File: src/rtl/updn_pkg.sv
package updn_pkg;
  // What the register does on the coming edge
  typedef enum logic [1:0] {
    OP_HOLD = 2'd0,
    OP_LOAD = 2'd1,
    OP_STEP = 2'd2
  } op_e;
endpackage

File: src/rtl/updn_ctrl.sv
module updn_ctrl
  import updn_pkg::*;
(
  input  logic rst,
  input  logic preset_n,
  input  logic cnt_ena_n,
  input  logic chain_ena_n,
  output op_e  op,
  output logic clear
);
  // Priority: clear, then preset, then step, else hold
  always_comb begin
    clear = rst;
    if (!preset_n)                       op = OP_LOAD;
    else if (!cnt_ena_n && !chain_ena_n) op = OP_STEP;
    else                                 op = OP_HOLD;
  end
endmodule

File: src/rtl/updn_next.sv
module updn_next
  import updn_pkg::*;
#(
  parameter int WIDTH = 4
) (
  input  op_e              op,
  input  logic             dir_up,
  input  logic [WIDTH-1:0] count,
  input  logic [WIDTH-1:0] pdata,
  output logic [WIDTH-1:0] nxt
);
  // Look-ahead toggle chain: bit i flips when every lower bit already
  // sits at the value that rolls over in the chosen direction.
  logic [WIDTH:0]   tog;
  logic [WIDTH-1:0] stepped;

  assign tog[0] = 1'b1;

  genvar i;
  generate
    for (i = 0; i < WIDTH; i++) begin : g_bit
      logic at_roll;
      assign at_roll    = dir_up ? count[i] : ~count[i];
      assign tog[i+1]   = tog[i] & at_roll;
      assign stepped[i] = count[i] ^ tog[i];
    end
  endgenerate

  always_comb begin
    unique case (op)
      OP_LOAD: nxt = pdata;
      OP_STEP: nxt = stepped;
      default: nxt = count;
    endcase
  end
endmodule

File: src/rtl/updn_term.sv
module updn_term #(
  parameter int WIDTH = 4
) (
  input  logic             chain_ena_n,
  input  logic             dir_up,
  input  logic [WIDTH-1:0] count,
  output logic             tc_n
);
  // End of range for the current direction: every bit equals dir_up
  logic [WIDTH-1:0] bit_end;
  logic             at_end;

  genvar i;
  generate
    for (i = 0; i < WIDTH; i++) begin : g_end
      assign bit_end[i] = ~(count[i] ^ dir_up);
    end
  endgenerate

  assign at_end = &bit_end;
  assign tc_n   = ~(at_end & ~chain_ena_n);
endmodule

File: src/rtl/updn_stage.sv
module updn_stage
  import updn_pkg::*;
#(
  parameter int WIDTH = 4
) (
  input  logic             clk,
  input  logic             rst,
  input  logic             preset_n,
  input  logic             cnt_ena_n,
  input  logic             chain_ena_n,
  input  logic             dir_up,
  input  logic [WIDTH-1:0] pdata,
  output logic [WIDTH-1:0] count,
  output logic             tc_n
);
  localparam logic [WIDTH-1:0] ALL_ONES = {WIDTH{1'b1}};
  localparam logic [WIDTH-1:0] ONE      = WIDTH'(1);

  op_e              op;
  logic             clear;
  logic [WIDTH-1:0] nxt;
  logic [WIDTH-1:0] cnt_q;

  updn_ctrl u_ctrl (
    .rst         (rst),
    .preset_n    (preset_n),
    .cnt_ena_n   (cnt_ena_n),
    .chain_ena_n (chain_ena_n),
    .op          (op),
    .clear       (clear)
  );

  updn_next #(.WIDTH(WIDTH)) u_next (
    .op     (op),
    .dir_up (dir_up),
    .count  (cnt_q),
    .pdata  (pdata),
    .nxt    (nxt)
  );

  always_ff @(posedge clk) begin
    if (clear) cnt_q <= '0;
    else       cnt_q <= nxt;
  end

  updn_term #(.WIDTH(WIDTH)) u_term (
    .chain_ena_n (chain_ena_n),
    .dir_up      (dir_up),
    .count       (cnt_q),
    .tc_n        (tc_n)
  );

  assign count = cnt_q;

  // Assertions guarding the register and its carry decode
  p_clear_r1: assert property (@(posedge clk) rst |=> count == '0);

  p_load_r2: assert property (@(posedge clk) disable iff (rst)
    !preset_n |=> count == $past(pdata));

  p_up_r4: assert property (@(posedge clk) disable iff (rst)
    (preset_n && !cnt_ena_n && !chain_ena_n && dir_up)
      |=> count == WIDTH'($past(count) + ONE));

  p_down_r4: assert property (@(posedge clk) disable iff (rst)
    (preset_n && !cnt_ena_n && !chain_ena_n && !dir_up)
      |=> count == WIDTH'($past(count) - ONE));

  p_hold_r5: assert property (@(posedge clk) disable iff (rst)
    (preset_n && (cnt_ena_n || chain_ena_n)) |=> $stable(count));

  p_wrap_r8: assert property (@(posedge clk) disable iff (rst)
    (preset_n && !cnt_ena_n && !chain_ena_n && dir_up && count == ALL_ONES)
      |=> count == '0);

  p_tc_end_r6: assert property (@(posedge clk) disable iff (rst)
    (!chain_ena_n && ((dir_up && count == ALL_ONES) || (!dir_up && count == '0)))
      |-> !tc_n);

  p_tc_idle_r6: assert property (@(posedge clk) disable iff (rst)
    chain_ena_n |-> tc_n);
endmodule

File: config.mk
export PLATFORM = sky130hd
export DESIGN_NAME = updn_stage
export DESIGN_NICKNAME = d
export VERILOG_FILES = /design/src/rtl/updn_pkg.sv /design/src/rtl/updn_ctrl.sv /design/src/rtl/updn_next.sv /design/src/rtl/updn_term.sv /design/src/rtl/updn_stage.sv
export SDC_FILE = /design/constraint.sdc
export NUM_CORES = 1
export LEC_CHECK = 0
export BUFFER_PORTS_ARGS = -buffer_cell sky130_fd_sc_hd__buf_2
export CAP_MARGIN = 10
export CORE_AREA = 3 3 40 42
export DETAILED_ROUTE_END_ITERATION = 8
export DIE_AREA = 0 0 43 45
export GPL_TIMING_DRIVEN = 0
export PLACE_DENSITY = 0.48
export SLEW_MARGIN = 40
export SYNTH_ARGS = -nofsm -noshare
export SYNTH_HDL_FRONTEND = slang
export SYNTH_SLANG_ARGS = --single-unit
File: constraint.sdc
create_clock -name clk -period 2.55 [get_ports clk]
set_clock_uncertainty 0.2 [all_clocks]
set_input_delay 0.51 -clock clk [delete_from_list [all_inputs] [get_ports clk]]
set_output_delay 0.51 -clock clk [all_outputs]
set_load 0.01 [all_outputs]
=== Word-level counts from Yosys, hierarchy flattened ===
Index checks and enable logic that the tools add are counted.

* Equality and inequality tests: 2
* Muxes and demuxes: 6
* Bitwise operators: 19
* Reduce and logical (&&, ||, !) cells: 5

{| class="wikitable"
|+ Operators with widths
! kind !! count
|-
| $not A1 Y1 || 9
|-
| $pmux W4 S2 || 1
|-
| $xor A1 B1 Y1 || 7
|-
| $mux W2 || 2
|-
| $reduce_and A4 Y1 || 1
|-
| $and A1 B1 Y1 || 3
|-
| $mux W1 || 3
|-
| $eq A2 B1 Y1 const B || 1
|-
| $eq A2 B2 Y1 const B || 1
|-
| $logic_not A1 Y1 || 2
|-
| $reduce_bool A2 Y1 || 1
|-
| $logic_and A1 B1 Y1 || 1
|}

* Flip-flop bits (word level): 4
* Output and inout port bits: 5
* Logic and storage cells: 33

=== Longest topological paths before layout ===
* Word-level depth: 6
* Gate-level depth with buffers: 4

=== Cells and area by module ===
Synthesis repeated with hierarchy kept, for this count alone.

* Cell total of the unflattened synthesis: 43
* Area total of the unflattened synthesis: 362.8 µm²

{| class="wikitable"
|+ By module, submodules not included
! module !! times used !! cells an instance !! area each (µm²) !! seq. area each (µm²)
|-
| updn_next || 1 || 27 || 195.2 || 0.0
|-
| updn_stage || 1 || 8 || 105.1 || 80.1
|-
| updn_term || 1 || 5 || 38.8 || 0.0
|-
| updn_ctrl || 1 || 3 || 23.8 || 0.0
|}

=== Worst setup path before layout ===
OpenSTA, ideal clock, no wires.

* Path kind: in2out
* Start point: input port dir_up
* End point: output port tc_n
* Arrival time: 1.029 ns
* Data required time: 1.840 ns
* Path slack: 0.811 ns
* Cell stages on the path: 2
* Path buffers: 0
* Cell sequence: and4_2 > o21ai_0

* Longest elaborated chain between the ends: 5
* Elaborated cells on any way between the ends: 11

{| class="wikitable"
|+ RTL lines
! what !! line !! text
|-
| from (decl) || updn_stage.sv:11 || <nowiki>input logic dir_up,</nowiki>
|-
| $xor A1 B1 Y1 || updn_term.sv:16 || <nowiki>assign bit_end[i] = ~(count[i] ^ dir_up);</nowiki>
|-
| $not A1 Y1 || updn_term.sv:16 ||
|-
| $reduce_and A4 Y1 * || updn_term.sv:20 || <nowiki>assign at_end = &bit_end;</nowiki>
|-
| $and A1 B1 Y1 * || updn_term.sv:21 || <nowiki>assign tc_n = ~(at_end & ~chain_ena_n);</nowiki>
|-
| $not A1 Y1 * || updn_term.sv:21 ||
|-
| to (decl) || updn_stage.sv:14 || <nowiki>output logic tc_n</nowiki>
|}

Every way passes the cells marked *; elsewhere a longest branch is shown, timed or not.

=== Final worst setup path ===
* Start point: register cnt_q[0] (netlist: count[0])
* End point: output port tc_n

* Longest elaborated chain between the ends: 5

{| class="wikitable"
|+ RTL lines
! what !! line !! text
|-
| from (decl) || updn_stage.sv:22 || <nowiki>logic [WIDTH-1:0] cnt_q;</nowiki>
|-
| from (signal assigned) || updn_stage.sv:43 || <nowiki>else cnt_q <= nxt;</nowiki>
|-
| $xor A1 B1 Y1 || updn_term.sv:16 ||
|-
| $not A1 Y1 || updn_term.sv:16 ||
|-
| $reduce_and A4 Y1 || updn_term.sv:20 ||
|-
| $and A1 B1 Y1 || updn_term.sv:21 ||
|-
| $not A1 Y1 || updn_term.sv:21 ||
|}

Every way passes these cells.

==> summary.md <==
| Metric | Value |
|---|---|
| Clock Tree Buf Depth | 2 |
| Leak Pwr | roughly 0.17 nW |
| Sink Count | 4 |
| Post-Place Cells | between 60 and 70 |
| Die Ht | about 45 um |
| Core box area | ~1300 um^2 |
| Top delay family on crit path | simple AND/OR/NAND/NOR gates |
| Commonest non-fill, non-tap cells in the layout | buf_2, nor2_1, dfxtp_1 |
| R2R cell count | 3 |
| Gr ovfl total | 0 |
| WL met3 | ~77 um |
| Top cells by area, synth | dfxtp_1, o31a_1, or3b_2, xor2_1, nand3_1 |
| WL met2 | 365 um |
| Commonest non-fill, non-tap cell in the layout | buf_2 |
| Hold Crit Depth | 3 |
| Avg Inst Size Synth | 8.150 um^2 |
| Reg-to-reg endpoint | count[2] |
| Final hold violations | 0 |
| Layout area overhead | 33.61% |
| Req. time, crit path | about 1800 ps |
| # DRC | 0 |
| Resized cells post-CTS | 0 |
| Via density | about 5 |
| Layout cell share with drive strength beyond 1 | 0.3846 |
| Row cnt | 13 |
| Post-DP HPWL | ~580 um |
| WP data arrival | about 1300 ps |
| Synth area leader | dfxtp_1 |
| Htree depth | 1 |
| TritonRoute pass-1 iters | 4 |
| Status | finished, final reports clean |
| Hold path endpoint | count[1] |
| Area post-placement | about 380 um^2 |
| RSZ-0062 raised after global routing | no |
| Hold Path Class | primary input to flop |
| Worst path cell trace | nor4_1 > o21ai_0 > buf_2 |
| Diodes inserted | 0 |
| Max-slew headroom | 0.6923 |
| CP endpoint kind | primary output |
| Initial antenna violation count | 0 |
| Starting Density | 0.2347 |
| Worst Setup Path Type | flop to primary output |
| Max cap viols | 0 |
| Post-Syn Nets | 47 |
| Die span in x | between 40 and 50 um |
| Hold Slack | 355.0 ps |
| DRT met1 WL | between 300 and 400 um |
| Detailed Route WL | 808 um |
| Final RePlAce weighted congestion | between 0.7 and 0.8 |
| Final Cycle Share | 0.8020 |
| Mapped Area | 301.5 um^2 |
| Largest net degree at the start of global routing | 11 |
| Worst r2r src | count[0] |
| Clk slew on worst S/H paths | ~40 ps |
| Hold buffers post-CTS | 0 |
| Fin Setup TNS | 0 ps |
| Post-synth top area share | 0.2656 |
| CTS buffer count | 3 |
| Die area | roughly 1900 um^2 |
| Minimum clock period | 2045 ps |
| Max FO, Critical Path | 7 |
| CP Buf/Inv Count | 1 |
| Register area share after synthesis | 0.2656 |
| Drt wl/cell | 12.06 um |
| Iteration-0 DRC Markers | 9 |
| Gr usage total | 0.1007 |
| YS warnings | 0 |
| Worst vdd ir | around 0.22 mV |
| IO buf count | 12 |
| Slew @ Worst Pin | 457.4 ps |
| Startpoint types | flop |
| Clock Latency Late Sink | 240 ps |
| Syn Inst Count | 37 |
| Cell area after layout | about 400 um^2 |
| DR vias | roughly 340 |
| Reg-to-reg slack, setup | roughly 1100 ps |
| Non-filler cells in the finished layout | between 60 and 70 |
| Setup Viol. Count Final | 0 |
| First-pass GRT wire length | 1359 um |
| Slew Viols, Final | 0 |
| Power Density | ~500 nW/um^2 |
| Fmax | slightly below 500 MHz |
| Synth unique cells | 24 |
| Max FFs per register | 4 |
| Seq cells post-synth | 4 |
| Root buffer cell | clkbuf_4 |
| Vias in the first global route | between 300 and 400 |
| Hold Crit Start | pdata[1] |
| Nets | 64 |
| Antenna violation net count after detailed routing | 0 |
| Slowest cell delay on critical path | approximately 450 ps |
| Post-CTS setup buffer count | 0 |
| CTS tree | yes |
| Highest metal used | met3 |
| Slowest cell on crit path | nor4_1 |
| I/O pins | 15 |
==> metal layers <==
layer,up-vias,track usage
met4,0,0.01807
met2,12,0.1407
met3,0,0.08765
met5,-,0
met1,147,0.1181
li1,178,-
==> cell families after synthesis <==
logic type	synth area share
DFF	0.2656
and+or+nand+nor	0.3942
AOI/OAI and AO/OA	0.2116
xor gates and xnor gates	0.08715
buffers and inverters	0.04145
==> stage by stage <==
step | setup slack [ps] | power, mW | util
final | 504.9 | 0.2016 | 0.3135
after global routing | 394.6 | 0.2200 | 0.3135
after global placement | 557.5 | 0.1228 | 0.2960
after floorplan | 811.4 | 0.1036 | -
after detailed placement | 569.9 | 0.1227 | 0.2960
after CTS | 499.8 | 0.2082 | 0.3135
==> cell usage after synthesis <==
master     n
or3b_2     2
or4_1      2
o2111ai_1  1
and4_2     1
nor2_1     4
xnor2_1    1
o21ai_0    1
xor2_1     2
a211o_1    1
buf_2      1
or3_2      1
nand4b_1   1
nand3_1    3
nor4_1     1
nand2_1    2
a311oi_1   1
buf_1      1
or4b_1     1
a211oi_1   1
o31ai_1    1
dfxtp_1    4
inv_1      1
nor2b_1    1
o31a_1     2
==> power breakdown <==
part           total (mW)  internal [mW]  switching, mW
Clock              0.0797         0.0527         0.0269
Combinational      0.0455         0.0219         0.0235
Sequential         0.0764         0.0686        0.00779
Total               0.202          0.143         0.0583
==> worst max path at each step <==
stage                        start    to  depth (start not counted)
after detailed placement    dir_up  tc_n                          4
after CTS                 count[0]  tc_n                          3
after global routing      count[0]  tc_n                          3
after global placement      dir_up  tc_n                          4
after floorplan             dir_up  tc_n                          2
final                     count[0]  tc_n                          3
==> layout make-up <==
class                   instances  area, um^2
fillers                       138       882.1
multi-input cells              30       209.0
flip-flops and latches          4       80.08
repair buffers                 12       60.06
clock buffers                   3       22.52
well taps                      15       18.77
plain buffers                   2       8.758
inverters                       1       3.754
==> worst min-delay path: stages <==
cell	delay, ps
buf_2	90
nor2_1	90
a311oi_1	50
No activity file was read; power rests on OpenSTA's default activity.
